--- src/rtl/fps_pkg.sv ---
package fps_pkg;

    // One step of the pool generator register
    function automatic logic [7:0] pool_step(input logic [7:0] s);
        return {s[6:0], s[7] ^ s[5] ^ s[4] ^ s[3]};
    endfunction

    // Pool bit k: bit 0 after k steps from the start value
    function automatic logic pool_bit_at(input int k, input logic [7:0] start);
        logic [7:0] s;
        s = start;
        for (int i = 0; i < k; i++) s = pool_step(s);
        return s[0];
    endfunction

endpackage

--- src/rtl/fps_gap_tracker.sv ---
module fps_gap_tracker #(
    parameter int TICK_W    = 16,
    parameter int GAP_TICKS = 96
) (
    input  logic              clk,
    input  logic              rst_n,
    input  logic              sample,
    input  logic              flux,
    input  logic [TICK_W-1:0] tick,
    output logic              timeout
);
    typedef struct packed {
        logic [TICK_W-1:0] last;
        logic              stale;
    } trk_t;

    trk_t st_d, st_q;
    logic [TICK_W-1:0] gap;
    logic over;
    logic real_edge;

    always_comb begin
        gap       = tick - st_q.last;
        over      = gap > TICK_W'(GAP_TICKS);
        real_edge = sample & flux;
        timeout   = sample & ~flux & (st_q.stale | over);
        st_d      = st_q;
        if (real_edge) begin
            st_d.last  = tick;
            st_d.stale = 1'b0;
        end else begin
            st_d.stale = st_q.stale | over;
        end
    end

    always_ff @(posedge clk or negedge rst_n) begin
        if (!rst_n) st_q <= '0;
        else        st_q <= st_d;
    end
endmodule

--- src/rtl/fps_pool_rom.sv ---
module fps_pool_rom #(
    parameter int          PTR_W      = 8,
    parameter logic [7:0]  POOL_START = 8'hE1
) (
    input  logic [PTR_W-1:0] idx,
    input  logic             en,
    output logic             bit_o
);
    localparam int POOL_LEN = 1 << PTR_W;
    logic [POOL_LEN-1:0] pool;

    for (genvar k = 0; k < POOL_LEN; k++) begin : g_pool
        localparam logic B = fps_pkg::pool_bit_at(k, POOL_START);
        assign pool[k] = B;
    end

    assign bit_o = en & pool[idx];
endmodule

--- src/rtl/flux_pulse_sampler.sv ---
module flux_pulse_sampler #(
    parameter int               TICK_W     = 16,
    parameter int               GAP_TICKS  = 96,
    parameter int               PTR_W      = 8,
    parameter logic [PTR_W-1:0] RESET_PTR  = '0,
    parameter logic [7:0]       POOL_START = 8'hE1
) (
    input  logic              clk,
    input  logic              rst_n,
    input  logic              flux_bit,
    input  logic              cell_start,
    input  logic [TICK_W-1:0] tick_now,
    input  logic              pool_en,
    input  logic              seed_load,
    input  logic [PTR_W-1:0]  seed_val,
    output logic              pulse_out
);
    typedef struct packed {
        logic [PTR_W-1:0] ptr;
        logic             pulse;
    } smp_t;

    smp_t st_d, st_q;
    logic timeout;
    logic [PTR_W-1:0] ptr_next;
    logic pool_bit;

    fps_gap_tracker #(.TICK_W(TICK_W), .GAP_TICKS(GAP_TICKS)) u_gap (
        .clk(clk), .rst_n(rst_n), .sample(cell_start), .flux(flux_bit),
        .tick(tick_now), .timeout(timeout)
    );

    assign ptr_next = st_q.ptr + PTR_W'(1);

    fps_pool_rom #(.PTR_W(PTR_W), .POOL_START(POOL_START)) u_rom (
        .idx(ptr_next), .en(pool_en), .bit_o(pool_bit)
    );

    always_comb begin
        st_d       = st_q;
        st_d.pulse = cell_start & flux_bit;
        if (timeout) begin
            st_d.ptr   = ptr_next;
            st_d.pulse = pool_bit;
        end
        if (seed_load) st_d.ptr = seed_val;
    end

    always_ff @(posedge clk or negedge rst_n) begin
        if (!rst_n) begin
            st_q.ptr   <= RESET_PTR;
            st_q.pulse <= 1'b0;
        end else begin
            st_q <= st_d;
        end
    end

    assign pulse_out = st_q.pulse;
endmodule

--- config.mk ---
export PLATFORM = sky130hd
export DESIGN_NAME = flux_pulse_sampler
export DESIGN_NICKNAME = d
export VERILOG_FILES = /design/src/rtl/fps_pkg.sv /design/src/rtl/fps_gap_tracker.sv /design/src/rtl/fps_pool_rom.sv /design/src/rtl/flux_pulse_sampler.sv
export SDC_FILE = /design/constraint.sdc
export NUM_CORES = 1
export LEC_CHECK = 0
export ABC_AREA = 1
export BUFFER_PORTS_ARGS = -buffer_cell sky130_fd_sc_hd__buf_2
export CORE_UTILIZATION = 60
export CTS_CLUSTER_DIAMETER = 150
export CTS_CLUSTER_SIZE = 14
export DETAILED_ROUTE_END_ITERATION = 10
export HOLD_SLACK_MARGIN = 0.08
export PLACE_DENSITY_LB_ADDON = 0.25
export SYNTH_ARGS = -nofsm -noshare
export SYNTH_HDL_FRONTEND = slang
export SYNTH_HIERARCHICAL = 1
export SYNTH_SLANG_ARGS = --single-unit
--- constraint.sdc ---
create_clock -name clk -period 2.8 [get_ports clk]
set_clock_uncertainty 0.15 [all_clocks]
set_input_delay 0.7 -clock clk [delete_from_list [all_inputs] [get_ports clk]]
set_output_delay 0.7 -clock clk [all_outputs]
set_load 0.01 [all_outputs]
==> impl_summary.md <==
Power
Across the VDD grid, the largest voltage drop is 0.293 mV. For this design the static power due to leakage is 2.00 nW. In this run the power density over the cells is 492 nW/um2.

Floorplanning
The initial core utilization is 62.2%. The number of top-level pins is 31. Measured along the y axis, the die boundary spans 72.0 um. The die is 72.0 um wide. The number of placement rows is 25. The placeable core region is 4720 um2. The floorplan step defined a die boundary enclosing 5180 um2.

Placement
Timing analysis after detailed placement gives a worst setup slack of -0.320 ns. Counting tap cells, the placed design contains a total of 602 instances. In this run the tool buffered the top-level ports with 30 buffer cells.

After legalization and detailed placement, the total HPWL measured 5.64 mm. The congestion estimate from routability-driven global placement came to 0.953.

Run
The tool flagged a number of max-cap violations equal to 0.

Clock network
The total clock buffers created by CTS is 3. In this run the clock root is driven by a sky130_fd_sc_hd__clkbuf_8. Clock tree synthesis found a total of 26 sinks. The maximum clock insertion buffer count is 2.

For the worst-skew pair, the clock arrives at the later sink with an insertion delay of 0.28 ns. The number of H-tree branching levels is 1. The CTS clock-pin slew for the worst setup and hold paths is 0.10 ns. TritonCTS built the clock tree.

Yosys
Summing every instance area after synthesis gives 2940 um2. Of the post-synthesis cell area, the part taken by muxes is 0.383%. The number of nets in the synthesized netlist is 547.

The sequential share of the synthesized area is 22.2%. Yosys printed 6 warnings. The average cell area after synthesis is 5.99 um2. By area, the combinational part of the netlist is dominated by simple AND/OR/NAND/NOR gates.

The netlist uses 30 different library cells. The gate count of the mapped netlist is 490. The area share of fa/ha/maj cells after synthesis is 11.8%.

The area fraction in and, or, nand and nor cells after synthesis is 43.4%. The synthesized netlist devotes 1.19% of its cell area to XOR and XNOR gates. The number of flip-flops and latches in the synthesized netlist is 26. The complex-gate fraction of the synthesized area is 9.16%.

STA
For this run, the top clock speed supported by timing is 0.375 GHz. The final setup violation count is 0. The max-slew violation count was 0. The final worst setup slack is 0.135 ns. The minimum clock period after layout is 2.66 ns. The tightest slew margin relative to the limit is 56.0%. In the final timing run, aggregate negative setup slack is 0 ns. At the pin with the least slew margin, the transition time is 0.661 ns. The final count of hold timing violations was 0.

The final clock period utilization by the worst path is 95.2%.

Global routing
The global-route wire length before repair is 12.1 mm. Global routing consumed, over all layers together, 29.3% of the routing resources. The total grt overflow is 0. The via count of the first global-routing pass is 2,950. The largest net degree at the start of global routing is 27. The initial antenna violation count is 0.

Cells and area
The post-route netlist has 19.0% of its cells at a drive strength greater than 1. The area of combinational cells with multiple inputs is 2000 um2. The number of antenna cells inserted is 0. Across the whole layout, storage elements account for 651 um2.

The filler cells instantiated in the layout total 377. The area growth from synthesis to final layout is 18.0%. The final cell count without fillers is 609. The net total in the final layout is 600.

Setup path
Counting both buffers and inverters, the worst setup path holds a total of 6. The category of the most critical setup path is input pin to register. The worst setup path is captured at a register. The largest individual stage delay along the critical path comes from the cell sky130_fd_sc_hd__fa_2. In this design, the stage delay of the slowest critical-path cell is 0.36 ns. In this run the critical register-to-register path is captured at st_q[3]. In this run the worst path has a maximum fanout of 4.

The element type at the critical path start is an input pin. The register-to-register setup slack is 0.22 ns. The gate family responsible for the most delay along the worst path is simple AND/OR/NAND/NOR gates. Data arrives at the worst endpoint at 2.68 ns. The data required time of the worst path is 2.82 ns. The critical path goes through buf_6 -> inv_2 -> ha_4 -> fa_2 -> inv_2 -> nand2_2 -> nand2_2 -> nand3_2 -> nand3_2 -> nand3_2 -> nor2_2 -> nand2_1 -> nor2_2 -> nand3_2 -> nand2_2 -> inv_2 -> inv_2 -> nor2_4 -> buf_6 -> nand2_1 -> nand3_1.

The launch instance of the worst register-to-register path is u_gap/st_q[1]. The worst reg-to-reg path cell count is 19.

Drt
After detailed routing, the number of remaining DRC violations is 0. In this run the remaining antenna-violating nets after routing total 0. For this block, the routed nets add up to 7.53 mm of wire. After detailed routing, the average wire length per cell comes to 12.4 um. In the routed layout, each cell is associated on average with a via count of 5.31. The detailed router finished its first iteration with 200 violations.

Before antenna repair, the detailed router went through 5 iterations. The via count is 3,231.

Outcome
The flow ran to the end, and the final reports show no timing, DRC or antenna violations.

Worst hold path
The tightest min-delay check is of the input pin to asynchronous set/reset pin type.
-- what timing repair did --
action	in CTS	in global routing
pin swaps	1	11
hold buffers	0	0
buffers inserted	0	3
gates resized for setup	2	23
endpoints found under the setup margin	7	9
-- routing by layer --
metal	track usage, %	up-vias	wire length (um)
li1	-	1637	-
met1	34.1	1473	3240
met2	55.1	101	3790
met3	2.92	20	306
met4	11.5	0	193
met5	0	-	0
-- power by group --
group          internal (W)  leakage (nW)  switching (W)  total, W
Sequential         0.000419         0.299      0.0000302  0.000449
Clock              0.000192        0.0357       0.000130  0.000321
Combinational      0.000358          1.66       0.000578  0.000936
-- through the flow --
step	utilization (%)	instance area, um2	hold slack [ns]	total power (W)
after floorplan	-	2940	0.254	0.00111
after global placement	69.6	3290	0.329	0.00131
after detailed placement	69.6	3290	0.343	0.00134
after CTS	71.1	3360	0.302	0.00167
after global routing	73.4	3460	0.328	0.00185
final	73.4	3460	0.297	0.00171
-- cell type report --
| type | instances | area share (%) |
|---|---|---|
| Timing Repair Buffer | 56 | 10.5 |
| Clock inverter | 1 | 0.867 |
| Clock buffer | 3 | 1.19 |
| Sequential cell | 26 | 18.8 |
| Multi-Input combinational cell | 378 | 57.8 |
| Inverter | 78 | 8.45 |
| Tap cell | 67 | 2.42 |
-- worst max path at each step --
stage / startpoint / cells after the start / slack [ns] / endpoint
global placement: tick_now[0] / 23 / -0.22 / st_q[6]
CTS: tick_now[0] / 23 / 0.04 / st_q[3]
global route: tick_now[0] / 23 / -0.02 / st_q[7]
finish: tick_now[0] / 21 / 0.14 / st_q[3]
detailed placement: tick_now[0] / 23 / -0.32 / st_q[3]
floorplan: tick_now[0] / 20 / 0.02 / st_q[4]
-- logic make-up (layout without fill, tap and decap cells) --
logic type | after synthesis | after routing
AOI/OAI and AO/OA | 47 | 47
xor gates and xnor gates | 4 | 4
adders and majority gates | 27 | 27
DFF | 26 | 26
muxes | 1 | 1
buffers and inverters | 86 | 138
and+or+nand+nor | 299 | 299
-- placed cells by master, fill, tap and decap left out, types with 4 or more instances in the layout --
| cell | n |
|---|---|
| sky130_fd_sc_hd__inv_1 | 70 |
| sky130_fd_sc_hd__buf_4 | 23 |
| sky130_fd_sc_hd__inv_2 | 8 |
| sky130_fd_sc_hd__o21ai_0 | 6 |
| sky130_fd_sc_hd__ha_1 | 25 |
| sky130_fd_sc_hd__buf_2 | 29 |
| sky130_fd_sc_hd__nand2_2 | 10 |
| sky130_fd_sc_hd__a21oi_1 | 29 |
| sky130_fd_sc_hd__dfrtp_1 | 26 |
| sky130_fd_sc_hd__nor2_1 | 46 |
| sky130_fd_sc_hd__buf_6 | 4 |
| sky130_fd_sc_hd__a22oi_1 | 5 |
| sky130_fd_sc_hd__nand2_1 | 176 |
| sky130_fd_sc_hd__and2_1 | 4 |
| sky130_fd_sc_hd__nand3_2 | 11 |
| sky130_fd_sc_hd__nor2_2 | 5 |
| sky130_fd_sc_hd__nand3_1 | 37 |
-- cell usage after synthesis --
cell | instances | area [um2]
sky130_fd_sc_hd__mux2_2 | 1 | 11.3
sky130_fd_sc_hd__and2_1 | 4 | 25.0
sky130_fd_sc_hd__nand3b_1 | 3 | 22.5
sky130_fd_sc_hd__xnor2_1 | 3 | 26.3
sky130_fd_sc_hd__buf_6 | 3 | 33.8
sky130_fd_sc_hd__nand3_2 | 6 | 60.1
sky130_fd_sc_hd__o21ai_0 | 6 | 30.0
sky130_fd_sc_hd__inv_1 | 74 | 278
sky130_fd_sc_hd__dfrtp_1 | 26 | 651
sky130_fd_sc_hd__nand2_2 | 3 | 18.8
sky130_fd_sc_hd__nor2_2 | 6 | 37.5
sky130_fd_sc_hd__buf_2 | 1 | 5.00
sky130_fd_sc_hd__nand3_1 | 42 | 210
sky130_fd_sc_hd__a21oi_1 | 29 | 145
sky130_fd_sc_hd__or2_1 | 1 | 6.26
sky130_fd_sc_hd__buf_4 | 1 | 7.51
sky130_fd_sc_hd__nand4_1 | 3 | 18.8
sky130_fd_sc_hd__nand2_1 | 183 | 687
sky130_fd_sc_hd__o21ai_2 | 1 | 8.76
sky130_fd_sc_hd__nor2_4 | 1 | 11.3
sky130_fd_sc_hd__nor2_1 | 46 | 173
sky130_fd_sc_hd__clkbuf_1 | 3 | 11.3
sky130_fd_sc_hd__nor3_1 | 1 | 5.00
sky130_fd_sc_hd__ha_1 | 26 | 325
sky130_fd_sc_hd__fa_1 | 1 | 20.0
sky130_fd_sc_hd__inv_2 | 4 | 15.0
sky130_fd_sc_hd__o21bai_1 | 3 | 22.5
sky130_fd_sc_hd__xor2_1 | 1 | 8.76
sky130_fd_sc_hd__a21oi_2 | 2 | 17.5
sky130_fd_sc_hd__a22oi_1 | 6 | 45.0
-- registers in the layout (all words and copies together), names as in the netlist --
name        flops
pulse_out       1
st_q            8
u_gap/st_q     17
(Power assumes the default switching activity.)
